$ cat config.mk
export PLATFORM = sky130hd
export DESIGN_NAME = xmerge_unit
export DESIGN_NICKNAME = d
export VERILOG_FILES = /design/src/rtl/xmerge_pkg.sv /design/src/rtl/xmerge_lane.sv /design/src/rtl/xmerge_patreg.sv /design/src/rtl/xmerge_unit.sv
export SDC_FILE = /design/constraint.sdc
export NUM_CORES = 1
export LEC_CHECK = 0
export BUFFER_PORTS_ARGS = -buffer_cell sky130_fd_sc_hd__buf_2
export CORE_UTILIZATION = 40
export CTS_BUF_LIST = sky130_fd_sc_hd__clkbuf_4 sky130_fd_sc_hd__clkbuf_8
export CTS_CLUSTER_SIZE = 12
export DETAILED_ROUTE_END_ITERATION = 8
export PLACE_DENSITY = 0.7
export SETUP_SLACK_MARGIN = 0.05
export SYNTH_ARGS = -nofsm -noshare
export SYNTH_HDL_FRONTEND = slang
export SYNTH_SLANG_ARGS = --single-unit
$ cat constraint.sdc
create_clock -name clk -period 1.55 [get_ports clk]
set_clock_uncertainty 0.05 [all_clocks]
set_input_delay 0.3875 -clock clk [delete_from_list [all_inputs] [get_ports clk]]
set_output_delay 0.3875 -clock clk [all_outputs]
set_load 0.005 [all_outputs]
$ cat src/rtl/xmerge_pkg.sv
package xmerge_pkg;
   typedef enum logic [1:0] {
      XM_MLOAD = 2'b00,
      XM_MERGE = 2'b01,
      XM_DUAL  = 2'b10,
      XM_NOP   = 2'b11
   } xm_op_e;
endpackage

$ cat src/rtl/xmerge_lane.sv
module xmerge_lane
   import xmerge_pkg::*;
#(
   parameter int unsigned CW = 7,
   parameter logic [CW-1:0] FILL_CHAR = '0
) (
   input  xm_op_e          op,
   input  logic [CW-1:0]   pat_ch,
   input  logic [CW-1:0]   mem_ch,
   input  logic [CW-1:0]   acc_ch,
   output logic [CW-1:0]   res_ch
);
   logic is_ext;

   // Selection depends only on the low code bit of the pattern character.
   assign is_ext = ~pat_ch[0];

   always_comb begin
      unique case (op)
         XM_MLOAD: res_ch = is_ext ? mem_ch : FILL_CHAR;
         XM_MERGE: res_ch = is_ext ? mem_ch : acc_ch;
         XM_DUAL:  res_ch = is_ext ? acc_ch : mem_ch;
         default:  res_ch = acc_ch;
      endcase
   end
endmodule

$ cat src/rtl/xmerge_patreg.sv
module xmerge_patreg #(
   parameter int unsigned NCHAR = 12,
   parameter int unsigned CW    = 7,
   localparam int unsigned W    = NCHAR * CW
) (
   input  logic         clk,
   input  logic         rst_n,
   input  logic         load_req,
   input  logic         block,
   input  logic [W-1:0] din,
   output logic [W-1:0] pat_q
);
   logic [W-1:0] rst_val;

   // The reset pattern marks every position as a nonextractor.
   for (genvar c = 0; c < NCHAR; c++) begin : g_rst
      assign rst_val[c*CW +: CW] = CW'(1);
   end

   always_ff @(posedge clk) begin
      if (!rst_n)
         pat_q <= rst_val;
      else if (load_req && !block)
         pat_q <= din;
   end
endmodule

$ cat src/rtl/xmerge_unit.sv
module xmerge_unit
   import xmerge_pkg::*;
#(
   parameter int unsigned NCHAR = 12,
   parameter int unsigned CW    = 7,
   parameter logic [CW-1:0] FILL_CHAR = '0,
   localparam int unsigned W    = NCHAR * CW
) (
   input  logic         clk,
   input  logic         rst_n,
   input  logic         start,
   input  logic [1:0]   op,
   input  logic         pat_ld,
   input  logic [W-1:0] mem_word,
   input  logic [W-1:0] acc_in,
   output logic [W-1:0] acc_out,
   output logic [W-1:0] mem_wdata,
   output logic         mem_we,
   output logic         done
);
   if (NCHAR < 1) begin : g_bad_nchar
      $error("xmerge_unit: NCHAR must be at least 1");
   end
   if (CW < 1) begin : g_bad_cw
      $error("xmerge_unit: CW must be at least 1");
   end

   xm_op_e       op_e;
   logic [W-1:0] pat_q;
   logic [W-1:0] res_w;
   logic         upd_acc;
   logic         upd_mem;

   assign op_e = xm_op_e'(op);

   // A load that coincides with a start is dropped.
   xmerge_patreg #(.NCHAR(NCHAR), .CW(CW)) u_pat (
      .clk      (clk),
      .rst_n    (rst_n),
      .load_req (pat_ld),
      .block    (start),
      .din      (mem_word),
      .pat_q    (pat_q)
   );

   for (genvar c = 0; c < NCHAR; c++) begin : g_lane
      xmerge_lane #(.CW(CW), .FILL_CHAR(FILL_CHAR)) u_lane (
         .op     (op_e),
         .pat_ch (pat_q[c*CW +: CW]),
         .mem_ch (mem_word[c*CW +: CW]),
         .acc_ch (acc_in[c*CW +: CW]),
         .res_ch (res_w[c*CW +: CW])
      );
   end

   assign upd_acc = start && (op_e != XM_NOP);
   assign upd_mem = start && (op_e == XM_DUAL);

   always_ff @(posedge clk) begin
      if (!rst_n) begin
         acc_out   <= '0;
         mem_wdata <= '0;
         mem_we    <= 1'b0;
         done      <= 1'b0;
      end else begin
         done   <= start;
         mem_we <= upd_mem;
         if (upd_acc) acc_out   <= res_w;
         if (upd_mem) mem_wdata <= res_w;
      end
   end
endmodule

# After elaboration in Yosys (flattened, before gate mapping)
# Cells that the tools add are included.
# word_totals
regBits,248
latch_bits,0
ram_bits,0
romBits,0
in_bits,174
output_inout_bits,170
wordCells,61
n_memories,0
# classes
n_addsub,0
n_mul,0
div,0
n_lt_le_gt_ge,0
n_eq_ne,3
n_shift,0
n_mux,48
bitwise,0
reduce_logical,5
# ops
op,count
two-way mux 7 bit,36
case mux 7 bit (3 select lines),12
logical AND 1 bit,3
"equality test 2 x 1 -> 1 bit, second input constant",1
"equality test 2 bit, second input constant",1
zero test 2 bit,1
"inequality test 2 bit, second input constant",1
zero test 1 bit,1

# Depth between registers and ports, before layout
# depth
word_depth,2
depth_mapped,7

# Cells and area by module
# A second synthesis with hierarchy kept.
# unflattened
cells_unflattened,1498
area_unflattened_um2,13301.5
# by_module_without_submodules
mod,instances,cells_each,area_each_um2
xmerge_unit,1,640,6337.3
xmerge_lane,12,41,290.3
xmerge_patreg,1,366,3480.8

# Least setup slack after synthesis
# Ideal clock, no wire load.
# synth_path
path_kind,input-to-reg
startpoint,input port op[0]
endpoint,register mem_wdata[57]
setup_ns,0.137
arrival_ns,1.364
t_required_ns,1.363
slack_ns,-0.001
stages,6
path_buffers,4
cell_sequence,buf_2 > and3b_1 > buf_2 > buf_2 > clkbuf_1 > a31oi_1
# synth_via
elab_chain_len,2
# synth_lines
item,line_no,text
start: declaration,xmerge_unit.sv:12,"input logic [1:0] op,"
equality test 2 bit (tied with other cells),"xmerge_lane.sv:19, xmerge_unit.sv:57",
case mux 7 bit (3 select lines) or logical AND 1 bit (tied branches),"xmerge_lane.sv:19, xmerge_unit.sv:57",
end signal: assignment,xmerge_unit.sv:69,if (upd_mem) mem_wdata <= res_w;
end: declaration,xmerge_unit.sv:17,"output logic [W-1:0] mem_wdata,"
# Parallel ways exist; a longest one is shown, timed or not.
# A chain may end at the register's enable or synchronous reset.

# Final worst setup path
# layout_path
startpoint,register acc_out[62]
endpoint,output port acc_out[62]
# layout_lines
item,line_no,text
start: declaration,xmerge_unit.sv:16,"output logic [W-1:0] acc_out,"
start signal: assignment,xmerge_unit.sv:68,if (upd_acc) acc_out <= res_w;
# No word-level cell between the ends.

==> flow_summary.toml <==
[yosys]
synthFlopType = "dfxtp_1"
yosys.area.top_type_share_pct = 41.3
async_flop_share_pct = 0
yosysWarnings = 0
syn-num-nets = 1167
synth_edf_count = 0
synth_area_um2 = 8830
postSynthCellCount = 993
synth_cell_type_count = 33
ys_ff_latch = 182
synth.avg_cell_area_um2 = 8.89
synth.yosys.seq_area_share_pct = 41.3
synth_largest_area_cell = "dfxtp_1"
synthTopCellsByArea = "dfxtp_1, mux2i_1, nand2_1"

[critical_path]
rrSetupSlack_ps = 160
crit_cells = 1
cpLargestDelayFamily = "flip-flops"
endpoint_kind = "output port"
reg2reg_to = "acc_out[17]$_SDFFE_PN0P_"
cp_max_fo = 2
start_kind = "flop"
cp.arrival_ps = 990
r2r_cells = 3
rr_startpoint = "u_pat.pat_q[14]$_SDFFE_PN1P_"
cp_slowest_cell = "dfxtp_1"
cp-startpoint = "acc_out[62]$_SDFFE_PN0P_"
timing.critical_path.cells = "buf_2"
crit_required_ps = 1110
critPathCapture = "acc_out[62]"
path_buf_inv = 1
max_stage_delay_ps = 410
crit_type = "reg -> out"

[detailed_routing]
drt-initial-drc-count = 471
num_vias = 9066
via_per_inst = 5.69
drc = 0
antenna_left = 0
dr.pass1.iters = 5
wl_mm = 29.4
wl_per_cell_um = 18.4

[clock_tree]
cts_tree = "done"
clk_pin_slew_worst_paths_ps = 100
cts_buffers = 17
cts.sinks = 182
clockRootBuffer = "clkbuf_8"
cts_hold_buf = 0
htreeDepth = 4
cts_buffer_depth = 2
clk_latency_ps = 450

[floorplanning]
die-area_um2 = 22700
rows = 53
initial_core_util_pct = 41.4
coreArea_um2 = 21400
io_pins = 344
die_w_um = 151
die_y_um = 151

[timing]
min_period_ps = 1430
drv_slew = 0
relSlewSlack_pct = 64.1
worst_pin_slew_ps = 537
rsz0062_at_grt = "false"
setup_viol = 0
fin_setup_tns_ps = 0
max_freq_mhz = 698
fin_crit_sh_pct = 92.4
hold_viol = 0
holdWs_ps = 126
layout_setup_ws_ps = 118

[global_routing]
grt_pass1_vias = 8708
antenna_found_initial = 1
grt_util_met3_pct = 7.61
grt_overflow = 0
top_usage_layer = "met2"
grt_use_met2_pct = 43.1
grt_usage_pct = 25.1
grt_start_max_net_pins = 85
grt_pass1_wl_mm = 45.0
grt_use_met1_pct = 30.5

[final_layout]
n_fill_cell = 2003
drive_above_1_share_pct = 36.8
nNetsFinal = 1478
fin_area_um2 = 11500
area_growth_syn_to_layout_pct = 30.7

[placement]
post_dp_cell_area_um2 = 11100
gp_congestion = 0.845
dp_hpwl_mm = 20.4
pre_cts_slack_ps = -177
portBuffers = 343

[pwr]
p_leak_nw = 5.36
peakVddDrop_v = 0.000569
power_density_nw_per_um2 = 936

[run_status]
outcome = "completed"

[hold_path]
hp-class = "in -> reg"

[flow_run]
maxCapViolations = 0
[sequential cells by signal (all words and copies together) (netlist names)]
signal	count
acc_out	84
done	1
mem_wdata	84
mem_we	1
u_pat.pat_q	12
[layer usage]
metal	part of all wire [%]	wire [um]	up-vias
met5	0.041	12	-
met4	1.3	374	2
met3	8.5	2500	24
met2	48	14100	333
met1	42	12400	4345
li1	-	-	4362
[repair_timing]
item | 4_1_cts | 5_1_grt
resized for setup | 0 | 2
endpoints found under the setup margin | 0 | 6
setup buffers | 0 | 0
[worst min path at each step]
stage / startpoint / to / slack, ps / cells after the start
3_5_place_dp: mem_wdata[10]$_SDFFE_PN0P_ / mem_wdata[10]$_SDFFE_PN0P_ / 400 / 2
2_1_floorplan: mem_wdata[43]$_SDFFE_PN0P_ / mem_wdata[43]$_SDFFE_PN0P_ / 410 / 2
4_1_cts: mem_word[42] / u_pat.pat_q[42]$_SDFFE_PN1P_ / 90 / 3
6_report: mem_word[42] / u_pat.pat_q[42]$_SDFFE_PN1P_ / 130 / 3
3_3_place_gp: mem_wdata[20]$_SDFFE_PN0P_ / mem_wdata[20]$_SDFFE_PN0P_ / 400 / 2
5_1_grt: mem_word[70] / u_pat.pat_q[70]$_SDFFE_PN1P_ / 110 / 3
[cell usage in the layout, fill, tap and decap left out, drive strengths merged]
cell / instances
inv: 11
dfxtp: 182
nand2: 156
o21a: 37
clkbuf: 19
a21boi: 9
a22oi: 26
and2b: 1
clkinv: 3
mux2i: 65
nand3: 10
o21ai: 74
nor3b: 11
diode: 1
and3b: 1
and4b: 22
o211ai: 2
nand2b: 1
nor4: 11
bufinv: 2
buf: 402
and2: 1
o32ai: 4
mux2: 32
o2bb2ai: 6
o22ai: 90
nor4bb: 11
clkinvlp: 1
nor2b: 2
nand3b: 8
a22o: 39
a31oi: 74
a221oi: 4
[worst min-delay path: stages]
cell	delay [ps]
buf_2	100
nand2_1	50
nand3_1	60
[power by group]
| part | total [mW] | internal (mW) | switching (mW) | leakage [nW] |
|---|---|---|---|---|
| sequential | 5.15 | 4.96 | 0.192 | 1.49 |
| clock | 3.52 | 1.56 | 1.96 | 0.211 |
| combinational | 2.14 | 1.03 | 1.10 | 3.66 |
[stage by stage]
step / power (mW) / utilization, % / instances
floorplan: 6.40 / - / 993
global placement: 7.33 / 52.1 / 1560
detailed placement: 7.37 / 52.1 / 1560
CTS: 10.9 / 54.0 / 1592
global route: 11.3 / 54.1 / 1592
finish: 10.8 / 54.1 / 1593
[layout make-up]
class | instances | area [um2] | area share, %
Clock inverter | 13 | 163 | 1.41
Tap cell | 275 | 344 | 2.98
Clock buffer | 19 | 255 | 2.21
Antenna cell | 1 | 2.50 | 0.0217
Multi-Input combinational cell | 697 | 4740 | 41.0
Timing Repair Buffer | 402 | 2380 | 20.6
Inverter | 4 | 15.0 | 0.130
Sequential cell | 182 | 3650 | 31.6
[kinds of logic (layout without fill, tap and decap cells)]
logic type / Yosys count / after routing / synth area share [%]
other: 0 / 1 / 0
AND/OR/NAND/NOR: 235 / 235 / 14.2
multiplexers: 97 / 97 / 11.4
buffers and inverters: 114 / 438 / 5.74
AO/OA/AOI/OAI: 365 / 365 / 27.4
flip-flops: 182 / 182 / 41.3
[cells in the mapped netlist (all sizes together), types with 4 or more instances]
cell	number
a21boi	9
o32ai	4
o22ai	90
a31oi	74
mux2	32
mux2i	65
a22o	39
clkbuf	61
nand2	156
nand3	10
o2bb2ai	6
buf	49
o21ai	74
nor4	11
a22oi	26
dfxtp	182
inv	4
a221oi	4
nand3b	8
and4b	22
nor4bb	11
o21a	37
nor3b	11
Note: power is estimated with default switching activity, not from simulation.
